## src/rtl/mcs_pkg.sv

```systemverilog
`timescale 1ns/1ps
package mcs_pkg;

    parameter int unsigned DW = 8;
    parameter int unsigned AW = 16;

    typedef struct packed {
        logic [AW-1:0] pc;
        logic [AW-1:0] dptr;
        logic [DW-1:0] acc;
        logic [DW-1:0] b;
        logic [DW-1:0] psw;
        logic [DW-1:0] sp;
        logic [DW-1:0] tmod;
        logic [DW-1:0] tcon;
        logic [DW-1:0] tl0;
        logic [DW-1:0] th0;
        logic [DW-1:0] tl1;
        logic [DW-1:0] th1;
        logic [DW-1:0] p0;
        logic [DW-1:0] p1;
        logic [DW-1:0] p2;
        logic [DW-1:0] p3;
        logic [DW-1:0] ip;
        logic [DW-1:0] ie;
    } regvec_t;

    localparam int unsigned RV_W  = $bits(regvec_t);
    localparam int unsigned DEF_W = 2 * DW;

    localparam logic [DW-1:0] SP_INIT   = DW'(8'h07);
    localparam logic [DW-1:0] PORT_INIT = {DW{1'b1}};
    localparam logic [DW-1:0] IP_DEF    = DW'(8'h1F);
    localparam logic [DW-1:0] IE_DEF    = DW'(8'h9F);

    function automatic regvec_t init_vec();
        regvec_t v;
        v    = '0;
        v.sp = SP_INIT;
        v.p0 = PORT_INIT;
        v.p1 = PORT_INIT;
        v.p2 = PORT_INIT;
        v.p3 = PORT_INIT;
        return v;
    endfunction

endpackage

```

## src/rtl/mcs_tick_gen.sv

```systemverilog
`timescale 1ns/1ps
module mcs_tick_gen #(
    parameter int unsigned STATES = 6,
    parameter int unsigned PHASES = 2
) (
    input  logic              clk_i,
    input  logic              arst_ni,
    output logic [STATES-1:0] state_oh_o,
    output logic [PHASES-1:0] phase_oh_o,
    output logic              mc_start_o,
    output logic              mc_last_o,
    output logic              ale_o
);

    localparam int unsigned SW    = (STATES > 1) ? $clog2(STATES) : 1;
    localparam int unsigned PW    = (PHASES > 1) ? $clog2(PHASES) : 1;
    localparam int unsigned ALE_A = 0;
    localparam int unsigned ALE_B = STATES / 2;

    typedef struct packed {
        logic [SW-1:0] st;
        logic [PW-1:0] ph;
    } seq_t;

    seq_t seq_d, seq_q;

    always_comb begin
        seq_d = seq_q;
        if (seq_q.ph == PW'(PHASES - 1)) begin
            seq_d.ph = '0;
            seq_d.st = (seq_q.st == SW'(STATES - 1)) ? '0 : seq_q.st + SW'(1);
        end else begin
            seq_d.ph = seq_q.ph + PW'(1);
        end
    end

    always_ff @(posedge clk_i or negedge arst_ni) begin
        if (!arst_ni) seq_q <= '0;
        else          seq_q <= seq_d;
    end

    for (genvar gs = 0; gs < STATES; gs++) begin : g_state
        assign state_oh_o[gs] = (seq_q.st == SW'(gs));
    end
    for (genvar gp = 0; gp < PHASES; gp++) begin : g_phase
        assign phase_oh_o[gp] = (seq_q.ph == PW'(gp));
    end

    assign mc_start_o = (seq_q.st == '0) && (seq_q.ph == '0);
    assign mc_last_o  = (seq_q.st == SW'(STATES - 1)) && (seq_q.ph == PW'(PHASES - 1));

    // Strobe opens in the last phase of state A or B and closes after the first phase of the next state
    assign ale_o = ((seq_q.ph == PW'(PHASES - 1)) &&
                    ((seq_q.st == SW'(ALE_A)) || (seq_q.st == SW'(ALE_B)))) ||
                   ((seq_q.ph == '0) &&
                    ((seq_q.st == SW'(ALE_A + 1)) || (seq_q.st == SW'(ALE_B + 1))));

    a_r1_state_onehot: assert property (@(posedge clk_i) disable iff (!arst_ni)
        $countones(state_oh_o) == 1);

    a_r1_wrap_to_s1: assert property (@(posedge clk_i) disable iff (!arst_ni)
        mc_last_o |=> mc_start_o);

    a_r2_phase_toggle: assert property (@(posedge clk_i) disable iff (!arst_ni)
        1'b1 |=> phase_oh_o != $past(phase_oh_o));

    a_r3_ale_two_ticks: assert property (@(posedge clk_i) disable iff (!arst_ni)
        $rose(ale_o) |=> ale_o);

    a_r3_ale_closes: assert property (@(posedge clk_i) disable iff (!arst_ni)
        (ale_o && $past(ale_o)) |=> !ale_o);

endmodule

```

## src/rtl/mcs_rst_qual.sv

```systemverilog
`timescale 1ns/1ps
module mcs_rst_qual #(
    parameter int unsigned SYNC_STAGES = 2,
    parameter int unsigned QUAL_TICKS  = 24
) (
    input  logic clk_i,
    input  logic arst_ni,
    input  logic pin_i,
    input  logic mc_last_i,
    output logic rst_o
);

    localparam int unsigned CW = $clog2(QUAL_TICKS + 1);
    localparam logic [CW-1:0] CNT_TOP = CW'(QUAL_TICKS - 1);

    typedef struct packed {
        logic [SYNC_STAGES-1:0] sync;
        logic [CW-1:0]          cnt;
        logic                   rst;
    } qual_t;

    qual_t q_d, q_q;
    logic  pin_s;

    assign pin_s = q_q.sync[SYNC_STAGES-1];

    always_comb begin
        q_d      = q_q;
        q_d.sync = {q_q.sync[SYNC_STAGES-2:0], pin_i};
        if (!pin_s)                q_d.cnt = '0;
        else if (q_q.cnt != CNT_TOP) q_d.cnt = q_q.cnt + CW'(1);
        if (q_q.rst) q_d.rst = !(!pin_s && mc_last_i);
        else         q_d.rst = pin_s && (q_q.cnt == CNT_TOP);
    end

    always_ff @(posedge clk_i or negedge arst_ni) begin
        if (!arst_ni) q_q <= '0;
        else          q_q <= q_d;
    end

    assign rst_o = q_q.rst;

    a_r5_rise_needs_full_run: assert property (@(posedge clk_i) disable iff (!arst_ni)
        $rose(rst_o) |-> ($past(pin_s) && $past(q_q.cnt) == CNT_TOP));

    a_r5_low_clears_count: assert property (@(posedge clk_i) disable iff (!arst_ni)
        !pin_s |=> q_q.cnt == '0);

    a_r6_hold_while_high: assert property (@(posedge clk_i) disable iff (!arst_ni)
        (rst_o && pin_s) |=> rst_o);

endmodule

```

## src/rtl/mcs_rstval.sv

```systemverilog
`timescale 1ns/1ps
module mcs_rstval
    import mcs_pkg::*;
(
    input  logic             rst_i,
    output logic [RV_W-1:0]  rv_o,
    output logic [DEF_W-1:0] def_o
);

    regvec_t init_v;

    always_comb begin
        init_v = init_vec();
        rv_o   = rst_i ? init_v : '0;
        def_o  = rst_i ? {IP_DEF, IE_DEF} : '0;
    end

endmodule

```

## src/rtl/mcycle_seq.sv

```systemverilog
`timescale 1ns/1ps
module mcycle_seq
    import mcs_pkg::*;
#(
    parameter int unsigned STATES      = 6,
    parameter int unsigned PHASES      = 2,
    parameter int unsigned QUAL_MCYC   = 2,
    parameter int unsigned SYNC_STAGES = 2
) (
    input  logic              clk_i,
    input  logic              arst_ni,
    input  logic              rst_pin_i,
    output logic [STATES-1:0] state_oh_o,
    output logic [PHASES-1:0] phase_oh_o,
    output logic              mc_start_o,
    output logic              ale_o,
    output logic              rst_o,
    output logic [RV_W-1:0]   rv_o,
    output logic [DEF_W-1:0]  rv_def_o
);

    localparam int unsigned TICKS      = STATES * PHASES;
    localparam int unsigned QUAL_TICKS = QUAL_MCYC * TICKS;

    logic mc_last;

    mcs_tick_gen #(
        .STATES (STATES),
        .PHASES (PHASES)
    ) i_tick (
        .clk_i      (clk_i),
        .arst_ni    (arst_ni),
        .state_oh_o (state_oh_o),
        .phase_oh_o (phase_oh_o),
        .mc_start_o (mc_start_o),
        .mc_last_o  (mc_last),
        .ale_o      (ale_o)
    );

    mcs_rst_qual #(
        .SYNC_STAGES (SYNC_STAGES),
        .QUAL_TICKS  (QUAL_TICKS)
    ) i_qual (
        .clk_i     (clk_i),
        .arst_ni   (arst_ni),
        .pin_i     (rst_pin_i),
        .mc_last_i (mc_last),
        .rst_o     (rst_o)
    );

    mcs_rstval i_rv (
        .rst_i (rst_o),
        .rv_o  (rv_o),
        .def_o (rv_def_o)
    );

    a_r6_release_on_s1p1: assert property (@(posedge clk_i) disable iff (!arst_ni)
        $fell(rst_o) |-> mc_start_o);

    a_r4_single_start: assert property (@(posedge clk_i) disable iff (!arst_ni)
        mc_start_o |=> !mc_start_o);

    a_r7_values_in_reset: assert property (@(posedge clk_i) disable iff (!arst_ni)
        rst_o |-> (rv_def_o != '0 && rv_o[DEF_W-1:0] == '0));

    a_r8_idle_bus_zero: assert property (@(posedge clk_i) disable iff (!arst_ni)
        !rst_o |-> (rv_o == '0 && rv_def_o == '0));

endmodule

```

## config.mk

```make
export PLATFORM = sky130hd
export DESIGN_NAME = mcycle_seq
export DESIGN_NICKNAME = d
export VERILOG_FILES = /design/src/rtl/mcs_pkg.sv /design/src/rtl/mcs_tick_gen.sv /design/src/rtl/mcs_rst_qual.sv /design/src/rtl/mcs_rstval.sv /design/src/rtl/mcycle_seq.sv
export SDC_FILE = /design/constraint.sdc
export NUM_CORES = 1
export LEC_CHECK = 0
export BUFFER_PORTS_ARGS = -buffer_cell sky130_fd_sc_hd__buf_2
export CAP_MARGIN = 0
export CORE_AREA = 2 2 74 76
export CTS_BUF_LIST = sky130_fd_sc_hd__clkbuf_4 sky130_fd_sc_hd__clkbuf_8
export CTS_CLUSTER_SIZE = 20
export DETAILED_ROUTE_END_ITERATION = 7
export DIE_AREA = 0 0 76 78
export PLACE_DENSITY = 0.88
export SKIP_LAST_GASP = 1
export SLEW_MARGIN = 5
export SYNTH_ARGS = -nofsm -noshare
export SYNTH_HDL_FRONTEND = slang
export SYNTH_SLANG_ARGS = --single-unit
```

## constraint.sdc

```tcl
create_clock -name clk_i -period 2.95 [get_ports clk_i]
set_clock_uncertainty 0.15 [all_clocks]
set_input_delay 0.1475 -clock clk_i [delete_from_list [all_inputs] [get_ports clk_i]]
set_output_delay 0.1475 -clock clk_i [all_outputs]
set_load 0.005 [all_outputs]
```

# After elaboration in Yosys (flattened, before gate mapping)
# Index checks and enable logic that the tools add are counted.
# totals
in_bits,3
ff_bits,12
# op_classes
bitwise_logic,1
reduce_logical,12
mux,7
n_addsub,3
eq_ne,8
# ops
op,n
2-to-1 mux 99 bit,1
2-to-1 mux 13 bit,1
2-to-1 mux 5 bit,2
equality test 3 x 2 -> 1 bit (second input constant),2
equality test 3 bit (second input constant),2
logical AND 1 bit,6
adder 5 x 1 -> 5 bit (second input constant),1
equality test 5 bit (second input constant),1
!= test 5 bit (second input constant),1
adder 3 x 1 -> 3 bit (second input constant),1
equality test 3 x 1 -> 1 bit (second input constant),1
zero test 3 bit,1
logical OR 1 bit,3
2-to-1 mux 3 bit,1
zero test 1 bit,2
2-to-1 mux 1 bit,2
!= test 2 bit (second input constant),1
adder 1 bit (second input constant),1
NOT 1 bit,1

# Depth between registers and ports, before layout
# Gate-level depths: netlist of the first run.
# logic_depth
ltp_word,5
ltp_mapped,5
depth_no_buf,4

# By module
# From an unflattened synthesis of the first run, not the netlist that was laid out.
# hier_totals
hier_cells,235
hier_area_um2,1949.4
# modules_own_cells
mod,area_per_inst_um2,instances,seq_area_each_um2,cells_per_inst
mcs_rstval,1325.0,1,0.0,177
mcs_rst_qual,341.6,1,200.2,28
mcs_tick_gen,282.8,1,100.1,30

# Worst setup path after synthesis of the first run
# No wires, ideal clock.
# synth_timing
path_kind,register to output
from,register i_qual.q_q (netlist bit i_qual.rst_o)
to,output rv_def_o[0]
arrival_time_ns,1.276
setup_slack_ns,1.377
path_stages_with_launch,2
path_buffers,1
cell_sequence,dfrtp_1 > buf_4
# synth_via
elab_chain_cells,1
# synth_lines
element,line_no,source
"start, declared",mcs_rst_qual.sv:22,"qual_t q_d, q_q;"
"start signal, assigned",mcs_rst_qual.sv:38,else q_q <= q_d;
2-to-1 mux 13 bit,mcs_rstval.sv:15,"def_o = rst_i ? {IP_DEF, IE_DEF} : '0;"
"end, declared",mcycle_seq.sv:19,output logic [DEF_W-1:0] rv_def_o
# Every way passes these cells.

# Worst setup path in the final report of the first run
# layout_timing
from,register i_qual.q_q (netlist bit i_qual.rst_o)
to,output rv_o[20]
# layout_via
elab_chain_cells,1
# layout_lines
element,line_no,source
2-to-1 mux 99 bit,mcs_rstval.sv:14,rv_o = rst_i ? init_v : '0;
"end, declared",mcycle_seq.sv:18,"output logic [RV_W-1:0] rv_o,"
# Every way passes these cells.

==> results by group, run 1 <==
CTS
  • Clock latency reported for the late side of the worst-skew pair: ~0.24 ns
  • Cell chosen for the clock root: sky130_fd_sc_hd__clkbuf_8
  • CTS clock-pin slew for the worst setup and hold paths: 0.05 ns
  • Clk buf depth: 2
  • Number of buffers inserted for hold repair after clock tree synthesis: 2
  • Clock H-tree levels: 1
  • Number of resized instances in the post-cts repair step: 0
  • CTS tree: built
  • Post-CTS Setup Bufs: 0
  • Number of sinks handled by clock tree synthesis: 12
  • Clock buffer count from CTS: 3

Worst setup path
  • Crit end category: primary output
  • Slowest library cell on the worst path: sky130_fd_sc_hd__dfrtp_1
  • Biggest cell delay along the critical path: about 1 ns
  • Type of the worst setup path: register to primary output
  • Critical Path RT: 2.65 ns
  • Cell Chain, Critical Path: buf_2
  • Data arrival time at the worst-slack endpoint: 1.49 ns
  • Nature of the critical path startpoint: register
  • Critical-path maximum fanout: slightly below 50
  • Buffer and inverter count on the worst path: 1
  • Kind of cell with the highest combined delay on the critical path: flip-flops

Synthesis
  • Portion of synthesized cell area occupied by the leading cell type: 0.691
  • Cell area after technology mapping: a little under 0.002 mm2
  • Average footprint of a synthesized cell: roughly 8.3 um2
  • Area share of and/or/nand/nor cells after synthesis: 0.0647
  • Adder-Cell Fraction of Synth Area: 0.0129
  • Post-synthesis cell type with the largest combined area: sky130_fd_sc_hd__buf_4
  • Warnings, synthesis: 0
  • Complex-gate fraction of the synthesized area: 0.0272
  • Dominant cells by area after synthesis: sky130_fd_sc_hd__buf_4, sky130_fd_sc_hd__dfrtp_1, sky130_fd_sc_hd__xor2_1
  • Flops & latches, synth: 12
  • Synthesized instance count: about 230
  • Synth Area in XOR/XNOR: 0.0226
  • Dominant combinational cell family by area after synthesis: buffers and inverters
  • Share of synthesized area spent on multiplexers: 0.00517
  • Sequential element share of the synthesized area: 0.155
  • Distinct cell type count after synthesis: 28

Finish
  • Layout fillers: ~500
  • Antenna diodes: 0
  • Nets: 251
  • Most common cell after layout, fill and taps aside: sky130_fd_sc_hd__conb_1
  • Final cell count without fillers: between 300 and 400
  • Commonest cells after routing, fill and taps aside: sky130_fd_sc_hd__conb_1, sky130_fd_sc_hd__buf_2, sky130_fd_sc_hd__dfrtp_1, sky130_fd_sc_hd__o21ai_0, sky130_fd_sc_hd__clkbuf_8
  • Storage cell area: 300 um2
  • Layout cell share with drive strength beyond 1: 0.269
  • Layout-stage area growth over the synthesis result: -21.9%
  • Combined area of the multi-input logic cells: ~740 um2

Placement
  • Minimum setup slack after placement: 1.35 ns
  • RD Place Congestion: around 0.65
  • DP HPWL: 1960 um
  • Number of port buffers: 59
  • Total placed cells including tap cells: 309

Power and ir drop
  • Internal power: 353 uW
  • Combinational cell fraction of total power: 0.290
  • Worst IR drop on VDD: between 0.3 and 0.4 mV
  • Sw power: around 160 uW
  • Switching power as a share of total power: 0.317
  • Clock group share of total power: 0.338
  • Flop pwr share: 0.372
  • Static leakage power: ~0.0011 uW
  • PD cells: 342 mW/mm2

Drt
  • DR WL/cell: 7.34 um
  • Number of vias per cell: ~2.9
  • Total iterations of the first detailed-routing run: 3
  • Remaining routing DRC violations: 0
  • Final wirelength: about 2300 um
  • Vias after detailed routing: 924
  • Iter 0 DRT Violations: 7
  • Residual antenna-violating net count after detailed routing: 0

Timing
  • Final Slew Violations: 0
  • Headroom to the max-slew limit: 0.341
  • Actual transition at the worst max-transition pin: around 0.99 ns
  • Setup TNS: 0 ns
  • Final critical-path setup slack: between 1 and 1.5 ns
  • Post-route minimum period: between 1.5 and 2 ns
  • Unrepaired setup endpoints after global routing: no
  • Final setup violation count: 0
  • Max frequency: between 500 and 600 MHz
  • Final Hold Violating Endpoints: 0
  • Share of the clock period used by the worst path: 0.605

Status
  • Result of the run: finished clean

Global route
  • Number of global-route vias before repair: ~630
  • Pin count of the biggest net entering global routing: 50
  • Antenna violations before repair: 0
  • First-pass GRT wire length: between 2000 and 3000 um
  • GRT Util Overall: 0.0563
  • Gr ovfl total: 0

Flow run
  • Number of violations of the max-capacitance limit: 0

Die
  • DIE HEIGHT: 78 um
  • Width of the chip: 76 um
  • Row count: 26
  • Floorplan Core Area: slightly above 0.005 mm2
  • Initial Utilization: 0.384
  • Area enclosed by the die boundary: slightly below 0.006 mm2
  • Total I/O pin count: 190

Min path
  • Worst min-delay path class: primary input to asynchronous set/reset pin
-- cells by family after synthesis --
group,count (synthesis)
AOI/OAI and AO/OA,9
buffers and inverters,183
muxes,1
DFF,12
adders and majority gates,2
other,1
xor gates and xnor gates,5
and+or+nand+nor,19
-- per-stage QoR --
step | area (um2) | hold slack, ns | utilization | total power (uW)
2_1_floorplan | 2420 | -0.298 | - | 495
3_3_place_gp | 1440 | -0.121 | 0.285 | 337
3_5_place_dp | 1440 | -0.113 | 0.285 | 341
4_1_cts | 1510 | 0.164 | 0.300 | 522
5_1_grt | 1510 | 0.195 | 0.300 | 554
6_report | 1510 | 0.160 | 0.300 | 516
-- path summary, 6_finish.rpt --
check                              start       endpoint  slack (ns)  depth (start not counted)
setup / recovery            i_qual.rst_o       rv_o[20]        1.17                          1
min in group clk_i         i_qual.q_d[7]   i_qual.pin_s        0.20                          0
hold reg to reg            i_qual.q_d[7]   i_qual.pin_s        0.20                          0
hold / removal                   arst_ni  i_qual.q_q[4]        0.16                          2
setup reg to reg            i_qual.rst_o   i_qual.rst_o        1.44                          2
max in group asynchronous        arst_ni   i_qual.rst_o        2.28                          2
-- flip-flops by register name, indices dropped and copies added, names as in the netlist --
register,count
i_qual.pin_s,1
i_qual.q_d,1
i_qual.q_q,5
i_qual.rst_o,1
i_tick.phase_oh_o,1
i_tick.seq_q,3
-- cells in the mapped netlist, drive strengths merged --
library cell / count
conb: 1
nand2: 2
xnor2: 2
ha: 2
o21ai: 4
o22ai: 1
nor3b: 2
and3b: 1
nor3: 2
nor4: 1
dfrtp: 12
xor2: 3
mux2i: 1
and3: 1
buf: 180
a31oi: 2
a21oi: 1
nor2b: 1
nand2b: 3
clkbuf: 1
and2: 3
a22o: 1
inv: 2
nand3: 2
nand4b: 1
-- final cells by class --
type | instances | area share
multi-input combinational | 166 | 0.493
timing repair buffer | 61 | 0.209
sequential | 12 | 0.199
tap | 70 | 0.0580
clock buffer | 4 | 0.0365
inverter | 2 | 0.00497
-- per-layer routing --
layer,track usage,wire [um],part of all wire,up-vias
met5,0,0,0,-
met4,0.0164,0,0,0
met3,0.0140,211,0.091,0
met2,0.115,1400,0.60,62
met1,0.0554,704,0.30,425
li1,-,-,-,437
-- power by group through the flow --
stage / Clock, uW / Combinational [uW] / Sequential, uW
2_1_floorplan: 0 / 301 / 194
3_3_place_gp: 0 / 143 / 194
3_5_place_dp: 0 / 145 / 196
4_1_cts: 182 / 147 / 193
5_1_grt: 189 / 168 / 197
6_report: 174 / 150 / 192
(Power assumes the default switching activity.)
==> inputs of run 2 (changes only) <==
--- a/config.mk
+++ b/config.mk
@@ -5,14 +5,15 @@
 export SDC_FILE = /design/constraint.sdc
 export NUM_CORES = 1
 export LEC_CHECK = 0
+export ABC_AREA = 1
 export BUFFER_PORTS_ARGS = -buffer_cell sky130_fd_sc_hd__buf_2
 export CAP_MARGIN = 0
-export CORE_AREA = 2 2 74 76
+export CORE_MARGIN = 2
+export CORE_UTILIZATION = 38
 export CTS_BUF_LIST = sky130_fd_sc_hd__clkbuf_4 sky130_fd_sc_hd__clkbuf_8
 export CTS_CLUSTER_SIZE = 20
 export DETAILED_ROUTE_END_ITERATION = 7
-export DIE_AREA = 0 0 76 78
-export PLACE_DENSITY = 0.88
+export PLACE_DENSITY = 0.87
 export SKIP_LAST_GASP = 1
 export SLEW_MARGIN = 5
 export SYNTH_ARGS = -nofsm -noshare
==> constraint.sdc (replaced) <==
create_clock -name clk_i -period 1.7 [get_ports clk_i]
set_clock_uncertainty 0.15 [all_clocks]
set_input_delay 0.085 -clock clk_i [delete_from_list [all_inputs] [get_ports clk_i]]
set_output_delay 0.085 -clock clk_i [all_outputs]
set_load 0.005 [all_outputs]
==> run 2 against run 1 <==
Power up 26%. Via count grew 12%. Cell count rose by 8.6%. Non-clock buffer count is 1 higher. Clock power up 44%. Synthesized cell count increased by 11%. Critical path depth grew 7. Wire length grew 3.2%. Highest routed layer is now met4. Register-to-register slack worse by 1.1 ns. Area after synthesis up 2.1%.
==> results by group, run 2 <==
Global route
  • Antenna violations before repair: 0
  • Pin count of the biggest net entering global routing: 48
  • Gr ovfl total: 0
  • Number of global-route vias before repair: 717
  • First-pass GRT wire length: 3260 um
  • GRT Util Overall: 0.0681

Timing
  • Max frequency: 634 MHz
  • Final Slew Violations: 0
  • Share of the clock period used by the worst path: 0.928
  • Final setup violation count: 0
  • Smallest hold slack: approximately 0.12 ns
  • Final Hold Violating Endpoints: 0
  • Post-route minimum period: ~1.6 ns
  • Setup TNS: 0 ns
  • Unrepaired setup endpoints after global routing: no

Synthesis
  • Synthesized instance count: ~260
  • Fraction of synthesis flops using an asynchronous set or reset pin: 1.00
  • Cell area after technology mapping: around 0.0020 mm2
  • Average footprint of a synthesized cell: 7.68 um2
  • Sequential element share of the synthesized area: 0.152
  • Count of flip-flops with a built-in enable after synthesis: 0
  • Warnings, synthesis: 0
  • Post-synthesis cell type with the largest combined area: sky130_fd_sc_hd__buf_4
  • Flops & latches, synth: 12
  • Cell with the most instances after synthesis: sky130_fd_sc_hd__buf_4
  • Distinct cell type count after synthesis: 22
  • Synth cell count leaders: sky130_fd_sc_hd__buf_4, sky130_fd_sc_hd__nand2_1, sky130_fd_sc_hd__dfrtp_1
  • Most common flop cell mapped by yosys: sky130_fd_sc_hd__dfrtp_1
  • Dominant cells by area after synthesis: sky130_fd_sc_hd__buf_4, sky130_fd_sc_hd__dfrtp_1, sky130_fd_sc_hd__nand2_1
  • Portion of synthesized cell area occupied by the leading cell type: 0.673

Finish
  • Storage cell area: 302 um2
  • Layout cell share with drive strength beyond 1: 0.283
  • Layout-stage area growth over the synthesis result: -20.7%
  • Most common cell after layout, fill and taps aside: sky130_fd_sc_hd__conb_1
  • Max FFs per register: 5
  • Antenna diodes: 0
  • Registers with the most flip-flops: i_qual.q_q (5), i_tick.seq_q (3)
  • Commonest cells after routing, fill and taps aside: sky130_fd_sc_hd__conb_1, sky130_fd_sc_hd__buf_2, sky130_fd_sc_hd__nand2_1, sky130_fd_sc_hd__dfrtp_1, sky130_fd_sc_hd__inv_1
  • Final cell count without fillers: between 300 and 400
  • Largest register by flop count: i_qual.q_q
  • Nets: 279
  • Combined area of the multi-input logic cells: approximately 760 um2
  • Layout fillers: 540

Status
  • Result of the run: finished clean

Placement
  • Total placed cells including tap cells: approximately 340
  • DP HPWL: just under 2000 um
  • Number of port buffers: slightly below 60
  • RD Place Congestion: ~0.77

CTS
  • Clock buffer count from CTS: 3
  • Post-CTS Setup Bufs: 0
  • Cell chosen for the clock root: sky130_fd_sc_hd__clkbuf_8
  • Clock H-tree levels: 1
  • Clock latency reported for the late side of the worst-skew pair: approximately 0.24 ns
  • CTS clock-pin slew for the worst setup and hold paths: roughly 0.05 ns
  • CTS tree: built
  • Number of sinks handled by clock tree synthesis: 12
  • Clk buf depth: 2

Die
  • Floorplan Core Area: roughly 0.005 mm2
  • Total I/O pin count: 190
  • Width of the chip: 76.1 um
  • Row count: 26
  • Area enclosed by the die boundary: 0.00579 mm2
  • Initial Utilization: 0.389
  • DIE HEIGHT: approximately 76 um

Worst setup path
  • Data arrival time at the worst-slack endpoint: approximately 1.3 ns
  • Nature of the critical path startpoint: register
  • Type of the worst setup path: register to primary output
  • Cell Chain, Critical Path: nand2_1, inv_1, ha_1, inv_2, nand2_1, nand2_1, nand2_1, buf_2
  • Buffer and inverter count on the worst path: 3
  • Crit Reg-Reg Startpoint: i_tick.seq_q[1]
  • Critical path origin: i_tick.seq_q[1]
  • Biggest cell delay along the critical path: between 0.4 and 0.5 ns
  • Critical Path RT: 1.46 ns
  • Critical-path maximum fanout: 7
  • Slowest library cell on the worst path: sky130_fd_sc_hd__dfrtp_2
  • Crit end category: primary output
  • Cell repeated most along the worst path: sky130_fd_sc_hd__nand2_1
  • Kind of cell with the highest combined delay on the critical path: flip-flops

Drt
  • DR WL/cell: about 7 um
  • Iter 0 DRT Violations: 8
  • Final wirelength: 2390 um
  • Remaining routing DRC violations: 0
  • Vias after detailed routing: 1033
  • Residual antenna-violating net count after detailed routing: 0
  • Number of vias per cell: 3.02
  • Total iterations of the first detailed-routing run: 4

Power and ir drop
  • Static leakage power: ~0.0011 uW
  • PD cells: just over 400 mW/mm2
  • Worst IR drop on VDD: 0.282 mV

Min path
  • Worst min-delay path class: primary input to asynchronous set/reset pin

Flow run
  • Number of violations of the max-capacitance limit: 0
run 2: changes by cell type in the layout (fill, tap and decap cells not counted), moves of 5 or more:
cell and change:
sky130_fd_sc_hd__nand2_1 +18, sky130_fd_sc_hd__inv_1 +8, sky130_fd_sc_hd__inv_2 +5, sky130_fd_sc_hd__nand3_1 +5, sky130_fd_sc_hd__nor2_1 +5
run 2: worst paths after layout:
| check | end | slack [ns] | cells after the start |
|---|---|---|---|
| max | ale_o | 0.12 | 8 |
| min | i_tick.seq_q[3] | 0.12 | 2 |
| max reg2reg | i_tick.seq_q[3] | 0.36 | 6 |
| min in group clk_i | i_qual.pin_s | 0.20 | 0 |
| max in group asynchronous | i_tick.seq_q[1] | 1.06 | 2 |
| min reg2reg | i_qual.pin_s | 0.20 | 0 |
run 2: cell families (layout without fill, tap and decap cells):
logic type	count (synthesis)	count (layout)	share of synthesized area
AOI/OAI and AO/OA	5	5	0.0139
xor gates and xnor gates	1	1	0.00444
adders and majority gates	2	2	0.0127
buffers and inverters	194	80	0.710
DFF	12	12	0.152
other	1	130	0.00190
and+or+nand+nor	42	42	0.105
run 2: stage by stage:
step | util | setup slack (ns) | area [um2] | power, uW
global route | 0.309 | 0.00328 | 1570 | 689
CTS | 0.308 | 0.0735 | 1570 | 649
finish | 0.309 | 0.122 | 1570 | 649
detailed placement | 0.296 | 0.308 | 1500 | 393
floorplan | - | 0.105 | 2460 | 597
global placement | 0.296 | 0.379 | 1500 | 389
run 2: final cells by class:
type / instances / area share
multi-input combinational: 180 / 0.483
timing repair buffer: 62 / 0.206
sequential: 12 / 0.192
tap: 70 / 0.0559
inverter: 15 / 0.0359
clock buffer: 3 / 0.0264
run 2: layer usage:
layer	vias up	part of all wire	track usage
met4	0	0.0034	0.0400
met2	80	0.56	0.126
met1	455	0.33	0.0743
li1	496	-	-
met3	2	0.11	0.00829
met5	-	0	0
run 2: power by group:
part	leakage (uW)	switching, uW	internal (uW)
Combinational	0.000948	82.4	10.8
Sequential	0.000155	10.7	294
Clock	0.0000216	95.7	155
run 2: repair_timing:
| item | 4_1_cts | 5_1_grt |
|---|---|---|
| endpoints found under the hold margin | 13 | 0 |
| resized for setup | 0 | 1 |
| hold buffers | 2 | 0 |
| setup endpoints to repair | 0 | 1 |
run 2: worst register-to-register path, cell delays in order, from the launching register on:
cell	delay [ns]
sky130_fd_sc_hd__dfrtp_2	0.47
sky130_fd_sc_hd__nand2_1	0.10
sky130_fd_sc_hd__inv_1	0.04
sky130_fd_sc_hd__ha_1	0.28
sky130_fd_sc_hd__nor2_2	0.10
sky130_fd_sc_hd__nand2_1	0.06
sky130_fd_sc_hd__o21ai_1	0.07
